File: config.mk
export PLATFORM = sky130hd
export DESIGN_NAME = ctl_status_tstamp
export DESIGN_NICKNAME = d
export VERILOG_FILES = /design/src/rtl/ctl_status_tstamp.sv
export SDC_FILE = /design/constraint.sdc
export NUM_CORES = 1
export LEC_CHECK = 0
export ABC_AREA = 1
export BUFFER_PORTS_ARGS = -buffer_cell sky130_fd_sc_hd__buf_4
export CAP_MARGIN = 0
export CELL_PAD_IN_SITES_DETAIL_PLACEMENT = 1
export CELL_PAD_IN_SITES_GLOBAL_PLACEMENT = 1
export CORE_MARGIN = 5
export CORE_UTILIZATION = 43
export CTS_BUF_LIST = sky130_fd_sc_hd__clkbuf_4
export CTS_CLUSTER_DIAMETER = 100
export DETAILED_ROUTE_END_ITERATION = 8
export GPL_TIMING_DRIVEN = 0
export HOLD_SLACK_MARGIN = 0.12
export PLACE_DENSITY = 0.86
export RECOVER_POWER = 25
export SYNTH_ARGS = -nofsm -noshare
export SYNTH_HDL_FRONTEND = slang
export SYNTH_SLANG_ARGS = --single-unit
File: constraint.sdc
create_clock -name clk -period 3.59 [get_ports clk]
set_clock_uncertainty 0.15 [all_clocks]
set_input_delay 0.1795 -clock clk [delete_from_list [all_inputs] [get_ports clk]]
set_output_delay 0.1795 -clock clk [all_outputs]
set_load 0.05 [all_outputs]
File: src/rtl/ctl_status_tstamp.sv
module ctl_status_tstamp #(
  parameter int TS_W = 16
) (
  input  logic            clk,
  input  logic            rst_n,
  input  logic            wr_en,
  input  logic [7:0]      wr_data,
  input  logic            frame_ok,
  input  logic            rx_busy,
  input  logic            bus_sync,
  input  logic            bit_tick,
  input  logic            ack_pulse,
  input  logic            ack_sel,
  input  logic            init_mode,
  input  logic            lpbk_mode,
  output logic [7:0]      reg_q,
  output logic            wait_stop,
  output logic            wake_en,
  output logic [TS_W-1:0] ts_rx,
  output logic [TS_W-1:0] ts_tx
);
  localparam int B_FLAG = 7;
  localparam int B_BUSY = 6;
  localparam int B_WS   = 5;
  localparam int B_SYNC = 4;
  localparam int B_TEN  = 3;
  localparam int B_WK   = 2;

  logic            flag_q, ws_q, ten_q, wk_q;
  logic [TS_W-1:0] cnt_q;

  always_ff @(posedge clk or negedge rst_n) begin
    if (!rst_n) begin
      flag_q <= 1'b0;
      ws_q   <= 1'b0;
      ten_q  <= 1'b0;
      wk_q   <= 1'b0;
    end else begin
      if (lpbk_mode)                   flag_q <= 1'b0;
      else if (frame_ok)               flag_q <= 1'b1;
      else if (wr_en && wr_data[B_FLAG]) flag_q <= 1'b0;
      if (wr_en) begin
        ws_q <= wr_data[B_WS];
        wk_q <= wr_data[B_WK];
      end
      if (init_mode)  ten_q <= 1'b0;
      else if (wr_en) ten_q <= wr_data[B_TEN];
    end
  end

  always_ff @(posedge clk or negedge rst_n) begin
    if (!rst_n)         cnt_q <= '0;
    else if (!ten_q)    cnt_q <= '0;
    else if (bit_tick)  cnt_q <= cnt_q + 1'b1;
  end

  always_ff @(posedge clk or negedge rst_n) begin
    if (!rst_n) begin
      ts_rx <= '0;
      ts_tx <= '0;
    end else if (ack_pulse && ten_q) begin
      if (ack_sel) ts_tx <= cnt_q;
      else         ts_rx <= cnt_q;
    end
  end

  assign reg_q = {flag_q & ~lpbk_mode, rx_busy & ~lpbk_mode, ws_q, bus_sync,
                  ten_q & ~init_mode, wk_q, 2'b00};
  assign wait_stop = ws_q;
  assign wake_en   = wk_q;

  p_lpbk_clear_r3: assert property (@(posedge clk) disable iff (!rst_n)
    lpbk_mode |=> !flag_q);
  p_set_wins_r2: assert property (@(posedge clk) disable iff (!rst_n)
    (frame_ok && !lpbk_mode) |=> reg_q[B_FLAG] || lpbk_mode);
  p_init_off_r8: assert property (@(posedge clk) disable iff (!rst_n)
    init_mode |=> !ten_q);
  p_cnt_zero_r6: assert property (@(posedge clk) disable iff (!rst_n)
    !ten_q |=> cnt_q == '0);
  p_cnt_step_r5: assert property (@(posedge clk) disable iff (!rst_n)
    (ten_q && bit_tick) |=> cnt_q == $past(cnt_q) + 1'b1);
  p_cap_rx_r7: assert property (@(posedge clk) disable iff (!rst_n)
    (ack_pulse && ten_q && !ack_sel) |=> ts_rx == $past(cnt_q));
  p_cap_tx_r7: assert property (@(posedge clk) disable iff (!rst_n)
    (ack_pulse && ten_q && ack_sel) |=> ts_tx == $past(cnt_q));
endmodule

==> reports/results.txt <==
Final Cycle Share: 55.95%
Synth Area per Inst: 8.589 um^2
CP Launch Type: flip-flop
Final setup violating endpoints: 0
CTS buffer count: 5
Worst r2r path cells: 5
Power Density: 351.0 nW/um^2
Arr. time, crit path: 2.12 ns
Top_reg_cell synth: dfrtp_1
CP max FO: 10
Max-slew violations: 0
Hold Path Stages: 2
Routed len/inst: 16.17 um
Tmin final: 2.008 ns
Synth area leader: dfrtp_1
Worst Setup End Kind: flip-flop
H-tree depth: 2
Residual DRC: 0
Largest net degree at the start of global routing: 53
GR peak layer: met2
TritonCTS clock tree: done
Req. time, crit path: 3.70 ns
Fin cells: 411
Dpl cell area: 2774 um^2
CP Class: flip-flop to flip-flop
Vias in the first global route: 2,363
Cells after Synth: 266
Worst Hold Slack: 0.3617 ns
Hold_sp: ts_rx[15]
Fin worst setup slack: 1.582 ns
Core Util, Final: 57.94%
Die area: 6871 um^2
Worst Hold End: ts_rx[15]
Die X: 82.89 um
I/O Pins: 61
Synth top area share: 56.96%
Hold WC Path Type: flip-flop to flip-flop
Drt pass-1 iters: 4
Placed insts: 390
Clk pin slew, worst setup/hold paths: 0.14 ns
Initial Utilization: 44.45%
Initial DRC Count: 65
Diodes inserted: 0
Met2 Use GR: 37.90%
Die H: 82.89 um
Share of cells above drive strength 1: 22.87%
GPL Wtd Cong: 0.8500
Pwr Total: 1.045 mW
YS warnings: 0
Fillcell total: 645
# clock sinks: 52
DP Wirelength: 4635 um
Reg area: 1301 um^2
Area grow syn2layout: 30.34%
Setup TNS: 0 ns
Synth unique cells: 25
Status: finished clean
Register area share after synthesis: 56.96%
Area of the multi-input gates: 798.3 um^2
Post-Synthesis Cell Area: 2285 um^2
Slew margin rel.: 14.76%
Post-cts resize count: 0
Synth cell count leaders: 67 x nand2_1, 52 x dfrtp_1, 38 x o21ai_0
Pre-CTS setup slack: 2.022 ns
CTS Root Cell: clkbuf_4
Detailed Route WL: 6644 um
Initial antenna violation count: 0
PortBufs: 53
GRT Total Usage: 20.35%
Most common cell in the netlist: nand2_1
GRT met1 Usage: 22.94%
Final nets: 362
Row count: 26
Worst R2R Start: ten_q
FMAX: 497.9 MHz
Antenna-violating nets left: 0
Clk_lat worst skew: 0.38 ns
Final Hold Violating Endpoints: 0
Max rail drop VDD: 0.0001524 V
Ys async rst share: 100.0%
Post-route cell area: 2978 um^2
Synth Register Bits: 52
RSZ-0062 raised after global routing: no
R2R Path End: ts_tx[0]
Vias per Instance: 5.146
Synth area leaders: dfrtp_1 57%, nand2_1 11%, o21ai_0 8.3%, inv_1 4.8%, nor2_1 4.4%
Grt met3 use: 4.752%
Leakage power: 1.453 nW
GRT overflow: 0
FF-to-FF setup slack: 1.58 ns
Core ar.: 5140 um^2
MaxCap Viol Count: 0
Number of synthesized flops with an enable pin: 0
Actual slew at the worst max-slew pin: 1.279 ns
Global-route wire length before repair: 11,370 um
Deepest clock path buffer count: 2
Via count: 2,115
layout make-up:
class	count	share of cell area, %
clock buffers	5	1.261
well taps	70	2.941
plain buffers	13	2.311
flip-flops and latches	52	43.70
clock inverters	1	1.008
inverters	30	3.782
multi-input cells	172	26.81
repair buffers	68	18.19
worst max path at each step:
stage                          start        end
after floorplan                ten_q   reg_q[3]
after global placement         ten_q  ts_rx[13]
after detailed placement       ten_q  ts_rx[12]
after CTS                 wr_data[5]  wait_stop
after global routing           ten_q   ts_tx[0]
final                          ten_q   ts_tx[0]
cells by family (layout without fill, tap and decap cells):
logic type	Yosys count	in the layout	share of synthesized area, %
flops	52	52	56.96
compound gates	49	49	11.01
fa+ha+maj	1	1	0.5476
buf+inv	43	117	8.269
simple gates	120	120	23.06
other cells	1	2	0.1641
layer usage:
metal / part of all wire [%] / up-vias
li1: - / 987
met1: 39 / 1057
met2: 54 / 63
met3: 5.4 / 8
met4: 1.4 / 0
met5: 0 / -
registers in the layout, indices dropped and copies added, names as in the netlist:
name       flops
ts_tx         16
flag_q         1
wake_en        1
wait_stop      1
cnt_q         16
ts_rx         16
ten_q          1
repair_timing:
| item | CTS | global route |
|---|---|---|
| hold buffers | 15 | 0 |
| endpoints found under the hold margin | 63 | 0 |
| setup buffers | 0 | 0 |
power breakdown:
group | internal (mW) | switching [mW] | total, mW
Sequential | 0.593 | 0.00554 | 0.599
Clock | 0.140 | 0.175 | 0.315
Combinational | 0.0456 | 0.0857 | 0.131
Total | 0.779 | 0.266 | 1.05
worst max-delay path, cell delays in order (launching register included):
cell and delay [ns]:
dfrtp_1 0.37, clkbuf_1 0.42, nand3_2 0.18, dlygate4sd3_1 0.63, nand2_1 0.07, o21ai_0 0.07
placed cells by master, fill, tap and decap left out, drive strengths merged:
cell | synthesis | layout
nand4 | 1 | 1
conb | 1 | 2
o21ai | 38 | 38
dfrtp | 52 | 52
nor2 | 32 | 32
nand3 | 13 | 13
ha | 1 | 1
buf | 7 | 57
nand3b | 1 | 1
a31oi | 1 | 1
o211ai | 1 | 1
dlygate4sd3 | 0 | 15
inv | 30 | 30
nand2 | 71 | 71
a21oi | 8 | 8
bufinv | 0 | 1
a211oi | 1 | 1
clkbuf | 6 | 14
nor3 | 2 | 2
No activity file was read; power rests on OpenSTA's default activity.
